$ cat config.mk
export PLATFORM = sky130hd
export DESIGN_NAME = uart_tx_flow
export DESIGN_NICKNAME = d
export VERILOG_FILES = /design/src/rtl/uart_tx_pkg.sv /design/src/rtl/tx_byte_queue.sv /design/src/rtl/cts_synchronizer.sv /design/src/rtl/tx_frame_fsm.sv /design/src/rtl/uart_tx_flow.sv
export SDC_FILE = /design/constraint.sdc
export NUM_CORES = 1
export LEC_CHECK = 0
export ABC_AREA = 1
export BUFFER_PORTS_ARGS = -buffer_cell sky130_fd_sc_hd__buf_2
export CORE_ASPECT_RATIO = 0.8
export CORE_MARGIN = 2
export CORE_UTILIZATION = 40
export CTS_BUF_LIST = sky130_fd_sc_hd__clkbuf_4 sky130_fd_sc_hd__clkbuf_8
export CTS_CLUSTER_SIZE = 8
export DETAILED_ROUTE_END_ITERATION = 8
export PLACE_DENSITY = 0.59
export SYNTH_ARGS = -nofsm -noshare
export SYNTH_HDL_FRONTEND = slang
export SYNTH_HIERARCHICAL = 1
export SYNTH_SLANG_ARGS = --single-unit
$ cat constraint.sdc
create_clock -name clk -period 6.53 [get_ports clk]
set_input_delay 0.653 -clock clk [delete_from_list [all_inputs] [get_ports clk]]
set_output_delay 0.653 -clock clk [all_outputs]
set_load 0.01 [all_outputs]
$ cat src/rtl/uart_tx_pkg.sv
package uart_tx_pkg;
    typedef enum logic [2:0] {
        TX_IDLE,
        TX_START,
        TX_DATA,
        TX_PARITY,
        TX_STOP
    } tx_state_e;
endpackage

$ cat src/rtl/tx_byte_queue.sv
module tx_byte_queue #(
    parameter int W     = 8,
    parameter int DEPTH = 8
) (
    input  logic         clk,
    input  logic         rst_n,
    input  logic         push,
    input  logic [W-1:0] push_data,
    input  logic         pop,
    output logic [W-1:0] head,
    output logic         empty,
    output logic         full
);
    localparam int AW = $clog2(DEPTH);
    localparam int CW = AW + 1;

    logic [W-1:0]  mem [DEPTH];
    logic [AW-1:0] wr_ptr, rd_ptr;
    logic [CW-1:0] count;
    logic          do_push, do_pop;

    assign empty   = (count == '0);
    assign full    = (count == CW'(DEPTH));
    assign do_push = push && !full;
    assign do_pop  = pop && !empty;
    assign head    = mem[rd_ptr];

    always_ff @(posedge clk) begin
        if (do_push) mem[wr_ptr] <= push_data;
    end

    always_ff @(posedge clk or negedge rst_n) begin
        if (!rst_n) begin
            wr_ptr <= '0;
            rd_ptr <= '0;
            count  <= '0;
        end else begin
            if (do_push) wr_ptr <= wr_ptr + 1'b1;
            if (do_pop)  rd_ptr <= rd_ptr + 1'b1;
            count <= count + CW'(do_push) - CW'(do_pop);
        end
    end

    p_drop_when_full_r9: assert property (@(posedge clk) disable iff (!rst_n)
        (full && push && !pop) |=> full && $stable(wr_ptr));
    p_no_pop_empty_r9: assert property (@(posedge clk) disable iff (!rst_n)
        pop |-> !empty);
endmodule

$ cat src/rtl/cts_synchronizer.sv
module cts_synchronizer #(
    parameter int STAGES = 2
) (
    input  logic clk,
    input  logic rst_n,
    input  logic async_in,
    output logic sync_out
);
    logic [STAGES-1:0] sr;

    always_ff @(posedge clk or negedge rst_n) begin
        if (!rst_n) sr <= '1;
        else        sr <= {sr[STAGES-2:0], async_in};
    end

    assign sync_out = sr[STAGES-1];
endmodule

$ cat src/rtl/tx_frame_fsm.sv
module tx_frame_fsm
    import uart_tx_pkg::*;
#(
    parameter int W = 8
) (
    input  logic         clk,
    input  logic         rst_n,
    input  logic         baud_tick,
    input  logic         par_en,
    input  logic         par_odd,
    input  logic         flow_en,
    input  logic         hold_sync,
    input  logic         q_empty,
    input  logic [W-1:0] q_head,
    output logic         pop,
    output logic         tx,
    output logic         busy
);
    localparam int CNT_W = $clog2(W);

    tx_state_e        state, state_nx;
    logic [W-1:0]     shreg;
    logic [CNT_W-1:0] bit_cnt;
    logic             par_bit;
    logic             launch;

    assign launch = baud_tick && !q_empty && !(flow_en && hold_sync);

    always_comb begin
        state_nx = state;
        pop      = 1'b0;
        unique case (state)
            TX_IDLE: if (launch) begin
                state_nx = TX_START;
                pop      = 1'b1;
            end
            TX_START: if (baud_tick) state_nx = TX_DATA;
            TX_DATA: if (baud_tick && bit_cnt == CNT_W'(W-1))
                state_nx = par_en ? TX_PARITY : TX_STOP;
            TX_PARITY: if (baud_tick) state_nx = TX_STOP;
            TX_STOP: if (launch) begin
                state_nx = TX_START;
                pop      = 1'b1;
            end else if (baud_tick) begin
                state_nx = TX_IDLE;
            end
            default: state_nx = TX_IDLE;
        endcase
    end

    always_ff @(posedge clk or negedge rst_n) begin
        if (!rst_n) begin
            state   <= TX_IDLE;
            shreg   <= '0;
            bit_cnt <= '0;
            par_bit <= 1'b0;
        end else begin
            state <= state_nx;
            if (pop) begin
                shreg   <= q_head;
                par_bit <= (^q_head) ^ par_odd;
                bit_cnt <= '0;
            end else if (state == TX_DATA && baud_tick) begin
                shreg   <= shreg >> 1;
                bit_cnt <= bit_cnt + 1'b1;
            end
        end
    end

    always_comb begin
        tx   = 1'b1;
        busy = 1'b1;
        unique case (state)
            TX_IDLE:   busy = 1'b0;
            TX_START:  tx = 1'b0;
            TX_DATA:   tx = shreg[0];
            TX_PARITY: tx = par_bit;
            TX_STOP:   tx = 1'b1;
            default:   busy = 1'b0;
        endcase
    end

    p_bit_held_r1: assert property (@(posedge clk) disable iff (!rst_n)
        !baud_tick |=> $stable(tx));
    p_mark_when_idle_r4: assert property (@(posedge clk) disable iff (!rst_n)
        !busy |-> tx);
    p_start_on_tick_r10: assert property (@(posedge clk) disable iff (!rst_n)
        $rose(busy) |-> $past(baud_tick) && !tx);
    p_hold_blocks_r5: assert property (@(posedge clk) disable iff (!rst_n)
        (state == TX_IDLE && flow_en && hold_sync) |=> state == TX_IDLE);
    p_no_gap_r7: assert property (@(posedge clk) disable iff (!rst_n)
        (state == TX_STOP && baud_tick && !q_empty && !flow_en) |=> state == TX_START);
endmodule

$ cat src/rtl/uart_tx_flow.sv
module uart_tx_flow #(
    parameter int W       = 8,
    parameter int DEPTH   = 8,
    parameter int SYNC_FF = 2
) (
    input  logic         clk,
    input  logic         rst_n,
    input  logic         wr_en,
    input  logic [W-1:0] wr_data,
    output logic         fifo_full,
    input  logic         baud_tick,
    input  logic         par_en,
    input  logic         par_odd,
    input  logic         flow_en,
    input  logic         cts_hold,
    output logic         tx_line,
    output logic         tx_busy
);
    logic         q_empty, q_pop, hold_s;
    logic [W-1:0] q_head;

    tx_byte_queue #(.W(W), .DEPTH(DEPTH)) u_queue (
        .clk(clk), .rst_n(rst_n), .push(wr_en), .push_data(wr_data),
        .pop(q_pop), .head(q_head), .empty(q_empty), .full(fifo_full)
    );

    cts_synchronizer #(.STAGES(SYNC_FF)) u_sync (
        .clk(clk), .rst_n(rst_n), .async_in(cts_hold), .sync_out(hold_s)
    );

    tx_frame_fsm #(.W(W)) u_fsm (
        .clk(clk), .rst_n(rst_n), .baud_tick(baud_tick), .par_en(par_en),
        .par_odd(par_odd), .flow_en(flow_en), .hold_sync(hold_s),
        .q_empty(q_empty), .q_head(q_head), .pop(q_pop),
        .tx(tx_line), .busy(tx_busy)
    );
endmodule

==> impl_metrics.csv <==
group,metric,value,unit
outcome,status,"complete, no violations",
route,avgViaCountPerCell,4.60,
power_and_ir_drop,power,2230,uW
global_route,grt_max_degree,35,
timing,slew_viol_final,0,
timing,fmaxAchievable,0.360,GHz
placed_design,dp.cells,633,
final_layout,num-fill-cells,1071,
yosys,syn-num-nets,509,
setup_path,path_max_fanout,16,
timing,whs,0.281,ns
clock_tree,clk_path_buf_depth,2,
placed_design,dp_slack,3.68,ns
timing,rsz0062_at_grt,"false",
route,routed_wl,8820,um
yosys,yosysSeqAreaShare,0.579,
yosys,syn_area,4490,um^2
die,die-height,98.8,um
timing,hold_viol_final,0,
die,die_x,122,um
clock_tree,cts_buffers,9,
setup_path,crit_type,"flip-flop to flip-flop",
yosys,synth-seq-cells,91,
clock_tree,clock_latency,0.37,ns
timing,fin_crit,2.78,ns
clock_tree,clk_pin_slew,0.09,ns
timing,worst_slew_pin_slew,1.02,ns
global_route,overflow,0,
placed_design,place.gp.congestion,0.833,
power_and_ir_drop,powerDensity,453,nW/um^2
timing,post-route-period-util,0.426,
final_layout,drive_gt1_frac,0.147,
clock_tree,cts_setup_buffers,0,
timing,slew_headroom,0.318,
global_route,grt_pass1_wl,14500,um
route,vias,2985,
clock_tree,cts_root_buf,"clkbuf_8",
clock_tree,cts_tree,"done",
placed_design,hpwl,5580,um
flow_run,maxCapViolations,0,
route,drtPass1Iterations,4,
route,ant_nets,0,
clock_tree,ctsResizeCount,0,
final_layout,area_growth,9.39,%
timing,tns,0,ns
setup_path,worstPathRequired,6.78,ns
power_and_ir_drop,leakage,0.00238,uW
setup_path,end_kind,"flip-flop",
die,start_util,0.412,
clock_tree,postCtsHoldBufs,0,
die,ios,19,
setup_path,arrival,3.03,ns
setup_path,crit_path_top_delay_cell,"fa_1",
final_layout,fin_cells,649,
yosys,ys.warnings.count,6,
power_and_ir_drop,irDropWorstVdd,0.157,mV
final_layout,final_nets,527,
setup_path,worst_setup_path_start_kind,"flip-flop",
setup_path,cp_top_family,"adder cells",
setup_path,cp_cell_sequence,"inv_1 > ha_1 > nand3_1 > inv_1 > nor2_2 > nand3_2 > inv_1 > nand2_1 > inv_1 > ha_1 > inv_1 > ha_1 > inv_1 > fa_1 > xnor2_1",
yosys,synthCells,482,
global_route,antenna_found_initial,0,
setup_path,crit_top_cell,"inv_1",
route,drc,0,
setup_path,slowest_delay,0.38,ns
placed_design,place.port_buffers,18,
timing,fin_skew,0.00895,ns
route,routedWlPerCell,13.6,um
die,core-area,10900,um^2
die,fp.dieArea,12100,um^2
final_layout,n_antenna_cell,0,
yosys,ys_types,31,
die,rows,34,
min_path,hold_path.class,"primary input to async pin",
route,drt_iter0_drc,223,
setup_path,path_buf_inv,6,
clock_tree,clkSinkCount,91,
global_route,gr-usage-all-layers,0.160,
timing,setup_viol,0,
clock_tree,htreeDepth,3,
global_route,grt_pass1_vias,2860,
timing,worst_slack,3.75,ns
yosys,syn_area_per_cell,9.32,um^2
[per-stage QoR]
stage	util	instance area (um^2)
after CTS	0.451	4910
after global routing	0.451	4910
after floorplan	-	4490
after detailed placement	0.430	4690
after global placement	0.430	4690
final	0.451	4910
[synthesized netlist by cell type, drive strengths merged]
cell | count | area [um^2]
a21oi | 1 | 5.00
buf | 14 | 128
dfrtp | 25 | 626
dfstp | 2 | 52.6
edfxtp | 64 | 1920
fa | 1 | 20.0
ha | 10 | 125
inv | 108 | 413
nand2 | 155 | 624
nand3 | 46 | 240
nor2 | 10 | 50.1
nor3 | 8 | 40.0
o211ai | 1 | 7.51
o21ai | 26 | 141
o221ai | 2 | 17.5
or2 | 1 | 8.76
xnor2 | 3 | 26.3
xor2 | 5 | 43.8
[final cells by class]
class | instances | area [um^2] | area share
repair buffers | 21 | 113 | 0.0229
clock buffers | 12 | 153 | 0.0311
inverters | 108 | 413 | 0.0841
multi-input cells | 269 | 1380 | 0.281
flip-flops and latches | 91 | 2600 | 0.529
well taps | 144 | 180 | 0.0367
clock inverters | 4 | 73.8 | 0.0150
[logic make-up after synthesis]
kind of cell    after synthesis  share of synthesized area
flops                        91                      0.579
fa+ha+maj                    11                     0.0323
xor+xnor                      8                     0.0156
compound gates               30                     0.0382
simple gates                220                      0.215
buf+inv                     122                      0.120
[cells in the final DEF (no fill, tap or decap), types with 3 or more instances in the layout]
cell type    n
xnor2_1      3
buf_2       18
buf_4        3
xor2_1       5
o21ai_1     13
inv_2        3
ha_1        10
o21ai_2      3
dfrtp_1     25
edfxtp_1    64
inv_1      103
nand3_1     44
nor3_2       6
nand2_2     14
clkbuf_8    10
nor2_1       7
nand2_1    140
o21ai_0     10
[path summary, 6_finish.rpt]
path                                  start  slack, ns          endpoint  depth (start not counted)
max                        u_queue/count[2]       3.75  u_queue/count[2]                         15
min                                   rst_n       0.28  u_fsm/bit_cnt[1]                          1
max reg2reg                u_queue/count[2]       3.75  u_queue/count[2]                         15
min reg2reg                    u_sync/sr[0]       0.35      u_sync/sr[1]                          0
max in group asynchronous             rst_n       5.84  u_queue/count[1]                          1
min in group clk               u_sync/sr[0]       0.35      u_sync/sr[1]                          0
[state kept, by name (all words and copies together) (netlist names)]
register	count
u_fsm/bit_cnt	3
u_fsm/par_bit	1
u_fsm/shreg	8
u_fsm/state	3
u_queue/count	4
u_queue/mem	64
u_queue/rd_ptr	3
u_queue/wr_ptr	3
u_sync/sr	2
[routing by layer]
layer	routed length (um)	global-route usage
met5	0	0
met4	78	0.0433
met3	366	0.0463
met2	4020	0.239
met1	4350	0.228
[worst register-to-register path, cell delays in order (launching register included)]
cell,delay [ns]
dfrtp_1,0.32
inv_1,0.07
ha_1,0.20
nand3_1,0.11
inv_1,0.06
nor2_2,0.13
nand3_2,0.26
inv_1,0.25
nand2_1,0.14
inv_1,0.12
ha_1,0.24
inv_1,0.06
ha_1,0.15
inv_1,0.05
fa_1,0.38
xnor2_1,0.14
[report_power, final]
group	total, uW	internal (uW)	switching, uW
clock	427	235	193
combinational	947	317	630
sequential	851	758	93.4
total	2230	1310	916
Note: power is estimated with default switching activity, not from simulation.
